<file path="config.mk">
export PLATFORM = sky130hd
export DESIGN_NAME = led_matrix_scan
export DESIGN_NICKNAME = d
export VERILOG_FILES = /design/src/rtl/led_scan_pkg.sv /design/src/rtl/led_scan_timer.sv /design/src/rtl/led_row_sequencer.sv /design/src/rtl/led_col_fetch.sv /design/src/rtl/led_matrix_scan.sv
export SDC_FILE = /design/constraint.sdc
export NUM_CORES = 1
export LEC_CHECK = 0
export BUFFER_PORTS_ARGS = -buffer_cell sky130_fd_sc_hd__buf_2
export CORE_UTILIZATION = 55
export DETAILED_ROUTE_END_ITERATION = 6
export PLACE_DENSITY = 0.74
export SYNTH_ARGS = -nofsm -noshare
export SYNTH_HDL_FRONTEND = slang
export SYNTH_SLANG_ARGS = --single-unit
</file>
<file path="constraint.sdc">
create_clock -name clk -period 3.07 [get_ports clk]
set_input_delay 0.4605 -clock clk [delete_from_list [all_inputs] [get_ports clk]]
set_output_delay 0.4605 -clock clk [all_outputs]
set_load 0.005 [all_outputs]
</file>
<file path="src/rtl/led_scan_pkg.sv">
// Shared constants and types of the LED matrix scanner.
package led_scan_pkg;

    // Number of bit planes and column bytes per row (fixed by the bus layout).
    localparam int unsigned SCAN_PLANES = 3;
    localparam int unsigned COL_BYTES   = 2;

    // Row-change sequencer states.
    typedef enum logic [2:0] {
        SQ_IDLE,
        SQ_PRE,
        SQ_CLR,
        SQ_LOAD,
        SQ_CLKH,
        SQ_POST
    } seq_state_t;

    // What a row change does to the external shift registers.
    typedef enum logic [1:0] {
        CHAIN_FIRST,
        CHAIN_SECOND,
        CHAIN_STEP
    } shift_kind_t;

endpackage

</file>
<file path="src/rtl/led_scan_timer.sv">
// Period timer and scan position.
// Divides the clock by PRESCALE into ticks and ends a period after a number
// of ticks chosen by the plane that is being shown. The plane advances at
// every period end, and the row advances when the plane wraps.
// Assumes PRESCALE >= 2 and that every tick count is between 1 and 255.
module led_scan_timer #(
    parameter int unsigned PRESCALE    = 256,
    parameter int unsigned FIRST_TICKS = 20,
    parameter int unsigned NUM_PLANES  = 3,
    parameter int unsigned NUM_ROWS    = 16,
    parameter logic [8*NUM_PLANES-1:0] PLANE_TICKS = {8'd22, 8'd5, 8'd2},
    localparam int unsigned PLW = $clog2(NUM_PLANES),
    localparam int unsigned RW  = $clog2(NUM_ROWS)
) (
    input  logic           clk,
    input  logic           rst_n,
    input  logic           en,
    output logic           expire,
    output logic [PLW-1:0] plane,
    output logic [RW-1:0]  row,
    output logic [PLW-1:0] next_plane,
    output logic [RW-1:0]  next_row
);
    localparam int unsigned PW = $clog2(PRESCALE);

    logic [PW-1:0] pre_q;
    logic [7:0]    tcnt_q;
    logic [7:0]    limit_q;
    logic [7:0]    next_limit;
    logic          tick;
    logic          period_end;

    assign tick       = (pre_q == PW'(PRESCALE - 1));
    assign period_end = tick && (tcnt_q == limit_q - 8'd1);
    assign expire     = en && period_end;

    // Next scan position: plane is the inner count, row the outer.
    always_comb begin
        next_plane = (plane == PLW'(NUM_PLANES - 1)) ? '0 : plane + PLW'(1);
        next_row   = row;
        if (next_plane == '0) begin
            next_row = (row == RW'(NUM_ROWS - 1)) ? '0 : row + RW'(1);
        end
        next_limit = PLANE_TICKS[8*int'(next_plane) +: 8];
    end

    // Prescaler, tick counter and scan position registers.
    always_ff @(posedge clk) begin
        if (!rst_n || !en) begin
            pre_q   <= '0;
            tcnt_q  <= '0;
            limit_q <= 8'(FIRST_TICKS);
            plane   <= '0;
            row     <= '0;
        end else begin
            pre_q <= tick ? '0 : pre_q + PW'(1);
            if (period_end) begin
                tcnt_q  <= '0;
                limit_q <= next_limit;
                plane   <= next_plane;
                row     <= next_row;
            end else if (tick) begin
                tcnt_q <= tcnt_q + 8'd1;
            end
        end
    end

endmodule

</file>
<file path="src/rtl/led_row_sequencer.sv">
// Row-change sequencer.
// At a period end that changes the row, it blanks the columns, waits
// DEAD_PRE clocks and drives the shift-register controls: a clear and a load
// at the start of either register chain, or one shift clock otherwise. It
// then waits DEAD_POST clocks and requests a column fetch. A period end that
// keeps the row requests the fetch at once.
// Assumes the shortest period is longer than the whole sequence; a period
// end that arrives while the sequence is busy is not acted on.
module led_row_sequencer
    import led_scan_pkg::*;
#(
    parameter int unsigned DEAD_PRE       = 10,
    parameter int unsigned DEAD_POST      = 20,
    parameter int unsigned ROWS_PER_CHAIN = 8,
    parameter int unsigned RW             = 4
) (
    input  logic          clk,
    input  logic          rst_n,
    input  logic          en,
    input  logic          expire,
    input  logic          row_change,
    input  logic [RW-1:0] next_row,
    output logic          blank,
    output logic          fetch_start,
    output logic          row_clk,
    output logic          row_clr_n,
    output logic          row_dat_a,
    output logic          row_dat_b
);
    localparam int unsigned DMAX = (DEAD_PRE > DEAD_POST) ? DEAD_PRE : DEAD_POST;
    localparam int unsigned CW   = $clog2(DMAX + 1);

    seq_state_t  state_q;
    shift_kind_t kind_q;
    logic [CW-1:0] cnt_q;
    logic        en_q;
    logic        accept;
    logic        data_on;

    assign accept      = (state_q == SQ_IDLE) && expire;
    assign blank       = accept && row_change;
    assign fetch_start = (accept && !row_change) ||
                         ((state_q == SQ_POST) && (cnt_q == CW'(DEAD_POST - 1)));

    // Decode the shift-register controls from the sequencer state.
    assign data_on   = (state_q == SQ_LOAD) || (state_q == SQ_CLKH);
    assign row_clk   = (state_q == SQ_CLKH);
    assign row_clr_n = en_q && (state_q != SQ_CLR);
    assign row_dat_a = data_on && (kind_q == CHAIN_FIRST);
    assign row_dat_b = data_on && (kind_q == CHAIN_SECOND);

    // Registered enable that gates the idle-high clear line.
    always_ff @(posedge clk) begin
        if (!rst_n) en_q <= 1'b0;
        else        en_q <= en;
    end

    // Sequence state, dead-time counter and selected chain action.
    always_ff @(posedge clk) begin
        if (!rst_n || !en) begin
            state_q <= SQ_IDLE;
            kind_q  <= CHAIN_STEP;
            cnt_q   <= '0;
        end else begin
            case (state_q)
                SQ_IDLE: begin
                    if (blank) begin
                        state_q <= SQ_PRE;
                        cnt_q   <= '0;
                        if (next_row == '0)                      kind_q <= CHAIN_FIRST;
                        else if (next_row == RW'(ROWS_PER_CHAIN)) kind_q <= CHAIN_SECOND;
                        else                                      kind_q <= CHAIN_STEP;
                    end
                end
                SQ_PRE: begin
                    if (cnt_q == CW'(DEAD_PRE - 1)) begin
                        cnt_q   <= '0;
                        state_q <= (kind_q == CHAIN_STEP) ? SQ_CLKH : SQ_CLR;
                    end else begin
                        cnt_q <= cnt_q + CW'(1);
                    end
                end
                SQ_CLR:  state_q <= SQ_LOAD;
                SQ_LOAD: state_q <= SQ_CLKH;
                SQ_CLKH: begin
                    state_q <= SQ_POST;
                    cnt_q   <= '0;
                end
                SQ_POST: begin
                    if (cnt_q == CW'(DEAD_POST - 1)) state_q <= SQ_IDLE;
                    else                             cnt_q   <= cnt_q + CW'(1);
                end
                default: state_q <= SQ_IDLE;
            endcase
        end
    end

endmodule

</file>
<file path="src/rtl/led_col_fetch.sv">
// Column fetch and column output registers.
// A fetch request reads the two bytes of the current (plane, row) from a
// memory with one clock of read latency, then loads both column buses
// together three clocks after the request. A blank request clears both buses.
// Assumes plane and row are stable while a fetch is in flight.
module led_col_fetch #(
    parameter int unsigned NUM_ROWS = 16,
    parameter int unsigned PLW      = 2,
    parameter int unsigned RW       = 4,
    parameter int unsigned AW       = 7
) (
    input  logic           clk,
    input  logic           rst_n,
    input  logic           en,
    input  logic           blank,
    input  logic           fetch_start,
    input  logic [PLW-1:0] plane,
    input  logic [RW-1:0]  row,
    input  logic [7:0]     rd_data,
    output logic [AW-1:0]  rd_addr,
    output logic [7:0]     col_lo,
    output logic [7:0]     col_hi
);
    localparam int unsigned LW = AW - 1;

    logic [2:0]    stage_q;
    logic [7:0]    hold_q;
    logic [LW-1:0] line_idx;

    // Row-line index in memory; the low address bit selects the byte.
    assign line_idx = LW'(plane) * LW'(NUM_ROWS) + LW'(row);
    assign rd_addr  = {line_idx, stage_q[1]};

    // Fetch pipeline: address byte 0, address byte 1, load both.
    always_ff @(posedge clk) begin
        if (!rst_n || !en) stage_q <= '0;
        else               stage_q <= {stage_q[1:0], fetch_start};
    end

    // Hold byte 0 and update both column buses at once.
    always_ff @(posedge clk) begin
        if (!rst_n || !en) begin
            hold_q <= '0;
            col_lo <= '0;
            col_hi <= '0;
        end else begin
            if (stage_q[1]) hold_q <= rd_data;
            if (blank) begin
                col_lo <= '0;
                col_hi <= '0;
            end else if (stage_q[2]) begin
                col_lo <= hold_q;
                col_hi <= rd_data;
            end
        end
    end

endmodule

</file>
<file path="src/rtl/led_matrix_scan.sv">
// LED matrix scan controller top.
// Connects the period timer, the row-change sequencer and the column fetch,
// and produces the once-per-frame heartbeat.
// Assumes a 16-row matrix built from two chained row registers of
// ROWS_PER_CHAIN stages and a synchronous frame memory.
module led_matrix_scan
    import led_scan_pkg::*;
#(
    parameter int unsigned PRESCALE       = 256,
    parameter int unsigned FIRST_TICKS    = 20,
    parameter logic [8*SCAN_PLANES-1:0] PLANE_TICKS = {8'd22, 8'd5, 8'd2},
    parameter int unsigned DEAD_PRE       = 10,
    parameter int unsigned DEAD_POST      = 20,
    parameter int unsigned ROWS_PER_CHAIN = 8,
    localparam int unsigned NUM_ROWS = 2 * ROWS_PER_CHAIN,
    localparam int unsigned AW       = $clog2(SCAN_PLANES * NUM_ROWS * COL_BYTES)
) (
    input  logic          clk,
    input  logic          rst_n,
    input  logic          en,
    output logic [AW-1:0] mem_rd_addr,
    input  logic [7:0]    mem_rd_data,
    output logic [7:0]    col_lo,
    output logic [7:0]    col_hi,
    output logic          row_clk,
    output logic          row_clr_n,
    output logic          row_dat_a,
    output logic          row_dat_b,
    output logic          frame_pulse
);
    localparam int unsigned PLW = $clog2(SCAN_PLANES);
    localparam int unsigned RW  = $clog2(NUM_ROWS);

    logic           expire;
    logic [PLW-1:0] plane;
    logic [RW-1:0]  row;
    logic [PLW-1:0] next_plane;
    logic [RW-1:0]  next_row;
    logic           row_change;
    logic           blank;
    logic           fetch_start;

    assign row_change = (next_plane == '0);

    led_scan_timer #(
        .PRESCALE    (PRESCALE),
        .FIRST_TICKS (FIRST_TICKS),
        .NUM_PLANES  (SCAN_PLANES),
        .NUM_ROWS    (NUM_ROWS),
        .PLANE_TICKS (PLANE_TICKS)
    ) u_timer (
        .clk        (clk),
        .rst_n      (rst_n),
        .en         (en),
        .expire     (expire),
        .plane      (plane),
        .row        (row),
        .next_plane (next_plane),
        .next_row   (next_row)
    );

    led_row_sequencer #(
        .DEAD_PRE       (DEAD_PRE),
        .DEAD_POST      (DEAD_POST),
        .ROWS_PER_CHAIN (ROWS_PER_CHAIN),
        .RW             (RW)
    ) u_seq (
        .clk         (clk),
        .rst_n       (rst_n),
        .en          (en),
        .expire      (expire),
        .row_change  (row_change),
        .next_row    (next_row),
        .blank       (blank),
        .fetch_start (fetch_start),
        .row_clk     (row_clk),
        .row_clr_n   (row_clr_n),
        .row_dat_a   (row_dat_a),
        .row_dat_b   (row_dat_b)
    );

    led_col_fetch #(
        .NUM_ROWS (NUM_ROWS),
        .PLW      (PLW),
        .RW       (RW),
        .AW       (AW)
    ) u_fetch (
        .clk         (clk),
        .rst_n       (rst_n),
        .en          (en),
        .blank       (blank),
        .fetch_start (fetch_start),
        .plane       (plane),
        .row         (row),
        .rd_data     (mem_rd_data),
        .rd_addr     (mem_rd_addr),
        .col_lo      (col_lo),
        .col_hi      (col_hi)
    );

    // Heartbeat: one clock when the scan wraps back to row 0.
    always_ff @(posedge clk) begin
        if (!rst_n || !en) frame_pulse <= 1'b0;
        else               frame_pulse <= expire && row_change && (next_row == '0);
    end

endmodule

</file>
======== Word level (Yosys, flattened, before mapping) ========
Cells that the tools add are included.
word-level totals
  memory bits (read-only) ................. 0
  bits in latches ......................... 0
  RAM bits ................................ 0
  memories kept ........................... 0
  flip-flop bits (word level) ............. 69
  output and inout bits ................... 28
cells by class
  shift operators ......................... 1
  add/subtract/negate cells ............... 7
  reductions and logical operators ........ 28
  equal/unequal tests ..................... 19
  bitwise logic cells ..................... 0
  multiplexer cells ....................... 14
  $mul .................................... 0
  div/mod/pow operators ................... 0
  $lt $le $gt $ge ......................... 0
operator list
  kind                                                        count
  variable part select 24 x 6 -> 8 bit, first input constant  1
  one-hot mux 5 bit (4 select lines)                          1
  one-hot mux 3 bit (6 select lines)                          1
  adder 8 x 1 -> 8 bit, second input constant                 2
  2-to-1 mux 5 bit                                            3
  2-to-1 mux 3 bit                                            4
  logical AND 1 bit                                           11
  == test 4 bit, second input constant                        2
  == test 8 bit                                               1
  == test 8 bit, second input constant                        1
  2-to-1 mux 4 bit                                            2
  subtractor 8 x 1 -> 8 bit, second input constant            1
  adder 6 x 4 -> 6 bit                                        1
  == test 3 x 2 -> 1 bit, second input constant               2
  == test 3 bit, second input constant                        2
  2-to-1 mux 2 bit                                            3
  inequality test 2 bit, second input constant                3
  AND reduction 3 bit                                         2
  OR reduction 2 bit                                          3
  adder 5 x 1 -> 5 bit, second input constant                 1
  == test 5 x 4 -> 1 bit, second input constant               1
  == test 5 bit, second input constant                        1
  adder 4 x 1 -> 4 bit, second input constant                 1
  == test 2 bit, second input constant                        2
  12 further kinds                                            17

======== Logic depth before layout (Yosys ltp) ========
  depth after elaboration ................. 8
  mapped depth ............................ 10
  depth with buffers taken out ............ 8

======== By module ========
Synthesis repeated with hierarchy kept, for this count alone.
second synthesis, totals
  cells, all modules ...................... 333
  area, all modules ....................... 3106.7 um2
by module, submodules not included
  module             area an instance (um2)  sequential area each (um2)  cells each  instances
  led_scan_timer     1327.5                  500.5                       155         1
  led_col_fetch      1013.5                  540.5                       91          1
  led_row_sequencer  720.7                   220.2                       82          1
  led_matrix_scan    45.0                    20.0                        5           1

======== Worst setup path after synthesis ========
No wires, ideal clock.
  path kind ............................... reg2reg
  from .................................... register u_timer.limit_q[0]
  to ...................................... register u_fetch.col_hi[3]
  setup time .............................. 0.132 ns
  data required time ...................... 2.938 ns
  path buffers ............................ 2
  clock period less this slack ............ 2.481 ns
  data arrival time ....................... 2.349 ns
  cell stages (with the launch flop) ...... 11
  slack ................................... 0.589 ns
  path through ............................ dfxtp_1 > inv_1 > ha_1 > ha_1 > xnor2_1 > nor2_1 > or4b_1 > buf_2 > nor3_4 > buf_6 > nor3_1
on the way
  cells in the longest elaborated chain, start to end .. 7
ends and longest elaborated chain
  item                          RTL line                 RTL
  from (decl)                   led_scan_timer.sv:28     logic [7:0] limit_q;
  from (signal assigned)        led_scan_timer.sv:52     limit_q <= 8'(FIRST_TICKS);
  from (signal assigned)        led_scan_timer.sv:59     limit_q <= next_limit;
  subtractor 8 x 1 -> 8 bit     led_scan_timer.sv:34     assign period_end = tick && (tcnt_q == limit_q - 8'd1);
  == test 8 bit                 led_scan_timer.sv:34
  logical AND 1 bit             led_scan_timer.sv:34
  logical AND 1 bit             led_scan_timer.sv:35     assign expire = en && period_end;
  logical AND 1 bit             led_row_sequencer.sv:40  assign accept = (state_q == SQ_IDLE) && expire;
  logical AND 1 bit             led_row_sequencer.sv:41  assign blank = accept && row_change;
  OR reduction 2 bit (no line)  --
  to (signal assigned)          led_col_fetch.sv:53      col_hi <= rd_data;
  to (decl)                     led_col_fetch.sv:22      output logic [7:0] col_hi
Every way passes these cells.
A chain may end at the register's enable or synchronous reset.

======== Worst setup path after layout ========
  from .................................... register u_timer.limit_q[0]
  to ...................................... register u_seq.kind_q[1]
on the way
  cells in the longest elaborated chain, start to end .. 7
ends and longest elaborated chain
  item                           RTL line                 RTL
  subtractor 8 x 1 -> 8 bit      led_scan_timer.sv:34
  == test 8 bit                  led_scan_timer.sv:34
  logical AND 1 bit              led_scan_timer.sv:34
  logical AND 1 bit              led_scan_timer.sv:35
  logical AND 1 bit              led_row_sequencer.sv:40
  logical AND 1 bit              led_row_sequencer.sv:41
  AND reduction 2 bit (no line)  --
  to (signal assigned)           led_row_sequencer.sv:62  kind_q <= CHAIN_STEP;
  to (signal assigned)           led_row_sequencer.sv:70  if (next_row == '0) kind_q <= CHAIN_FIRST;
  to (signal assigned)           led_row_sequencer.sv:71  else if (next_row == RW'(ROWS_PER_CHAIN)) kind_q <= CHAIN_SECOND;
  to (decl)                      led_row_sequencer.sv:34  shift_kind_t kind_q;
Every way passes these cells.

==> flow_summary.toml <==
[die]
rows = 26
ios = 39
start_util_pct = 57.8
core_sq_um = 5200
die-width_um = 76.0
fp.dieH_um = 76.0
die_area_sq_um = 5770

[setup_path]
cp_data_arrival_time_ns = 2.96
cpMostUsedCell = "ha_1"
worst-path-buf-inv = 2
slowest_stage = "or4b_1"
r2r_cells = 9
crit_chain = "inv_1 -> ha_1 -> ha_1 -> xnor2_1 -> nor2_1 -> or4b_1 -> nor3_4 -> buf_4 -> mux2i_1"
worstSetupPathDepth = 9
startpoint_type = "flop"
cp.required_ns = 3.33
crit_type = "flop to flop"
crit_family = "simple AND/OR/NAND/NOR gates"
cp-end-kind = "flop"
cp_max_fo = 18
critPathMaxStageDelay_ns = 0.60

[cts]
post_cts_buffers = 0
h-tree-depth = 3
clock_latency_ns = 0.33
cts.sinks = 64
cts_tree = "yes"
cts_buffer_depth = 2
postCtsHoldBufs = 0
clk_pin_slew_ns = 0.07
cts_resized = 0
cts_buffers = 9
clockRootBuffer = "clkbuf_8"

[outcome]
status = "finished clean"

[sta]
finClkSkew_ns = 0.00669
setup_total_negative_slack_ns = 0
hold_viol = 0
setup_viol = 0
max_freq_mhz = 371
rsz0062_at_grt = "false"
drv_slew = 0
finalCriticalPeriod_ns = 2.70
fin_crit_sh_pct = 87.9
relSlewSlack_pct = 38.9
tightest_slew_ns = 0.916

[routing]
drt-total-wl_mm = 6.20
ant_nets = 0
drtIter0Drc = 157
dr.pass1.iters = 4
vias = 2528
viasPerCell = 5.76
wire_per_inst_um = 14.1
drc_errors = 0

[synth]
yosys-top-cells-area = "dfxtp_1 (43%), mux2i_1 (10%), nor3_1 (5.3%)"
netlist_area_sq_um = 3010
syn_inst = 329
avgSynthCellArea_sq_um = 9.15
synth_top_cell_area_share_pct = 42.6
yosys_warnings = 0
yosys-top-cells-count = "dfxtp_1 (64), nor3_1 (32), mux2i_1 (30)"
synth-edff-count = 0
synth-main-ff-cell = "dfxtp_1"
synth_nets = 347
ys_seq_area_share_pct = 42.6
synth-seq-cells = 64
synthArstFlopShare_pct = 0
netlist.top_cell.by_area = "dfxtp_1"
synth_most_common_cell = "dfxtp_1"
synth.distinct_cells = 53

[finish]
regArea_sq_um = 1280
nets = 382
nFillCells = 431
final_core_util_pct = 66.8
drive_gt1_share_pct = 18.4
multi_input_area_sq_um = 1600
diodes = 0
final_cell_count_no_fill = 439
syn2layout_area_growth_pct = 15.5

[placed_design]
place_congestion = 0.869
io_buffers = 38
dp_hpwl_mm = 4.34
post-place-cells = 423

[power_and_ir_drop]
power.density_nw_per_um2 = 493
leakage_nw = 1.30
peakVddDrop_uv = 368

[flow_run]
drv_cap = 0

[min_path]
hold_path_depth = 3
hold_class = "input pin to flop"

[grt]
grt_pass1_vias = 2245
grt_pass1_wl_mm = 10.5
grt_use_total_pct = 22.6
antenna_found_initial = 0
grt_overflow = 0
grt_max_degree = 29
## per-layer routing
layer / GRT usage (%) / part of all wire [%] / vias to the layer above / routed length, um
met3: 5.27 / 5.5 / 11 / 338
met1: 29.2 / 47 / 1176 / 2910
met4: 10.0 / 1.5 / 0 / 93
met5: 0 / 0 / - / 0
met2: 36.2 / 46 / 82 / 2860
li1: - / - / 1259 / -
## registers in the layout (all words and copies together) (netlist names), 4 cells and up
register	flops
u_fetch.col_hi	8
u_fetch.hold_q	8
u_timer.tcnt_q	8
u_timer.pre_q	8
u_seq.cnt_q	5
u_fetch.col_lo	8
u_timer.limit_q	4
u_timer.row	4
## per-stage QoR
step	power [mW]	hold WS (ns)	instance area, sq um	worst slack [ns]
final	1.71	0.381	3480	0.372
after global routing	1.78	0.385	3480	0.145
after CTS	1.73	0.380	3480	0.367
after detailed placement	0.884	0.455	3240	0.372
after global placement	0.884	0.454	3240	0.497
after floorplan	0.869	0.441	3010	0.589
## where the power goes
group          internal, mW  switching, mW
clock                 0.537          0.313
combinational        0.0102         0.0215
sequential            0.832        0.00176
## final timing paths
check / start / to / slack [ns]
worst max register to register: u_timer.limit_q[0]$_SDFFE_PP0P_ / u_seq.kind_q[1]$_SDFFE_PP1P_ / 0.37
worst min register to register: u_fetch.stage_q[0]$_SDFF_PP0_ / u_fetch.stage_q[1]$_SDFF_PP0_ / 0.47
worst max-delay path: u_timer.limit_q[0]$_SDFFE_PP0P_ / u_seq.kind_q[1]$_SDFFE_PP1P_ / 0.37
worst min-delay path: mem_rd_data[2] / u_fetch.hold_q[2]$_SDFFE_PP0P_ / 0.38
## cell families after synthesis
kind of cell / synth area share, %
xor gates and xnor gates: 5.82
adders and majority gates: 2.91
and+or+nand+nor: 25.8
AOI/OAI and AO/OA: 8.40
buffers and inverters: 4.20
DFF: 42.6
muxes: 10.3
## worst min-delay path, cell delays in order
cell	delay [ns]
buf_2	0.09
mux2i_1	0.06
nor2_1	0.07
## cells in the final DEF, fill, tap and decap left out, types with 9 or more instances in the layout
cell      instances
mux2i_1          30
xnor2_1           9
clkbuf_8          9
inv_1             9
nor3_1           32
nor4_1            9
xor2_1           11
dfxtp_1          64
nand2_1          21
nor2_1           27
a21oi_1           9
buf_2            38
nand3_1          13
## cell type report
type	count	area share, %
clock buffers	10	3.67
multi-input cells	236	46.1
repair buffers	44	6.77
inverters	9	0.972
flip-flops and latches	64	36.9
clock inverters	6	3.10
well taps	70	2.52
Power figures use the tool's default switching activity.
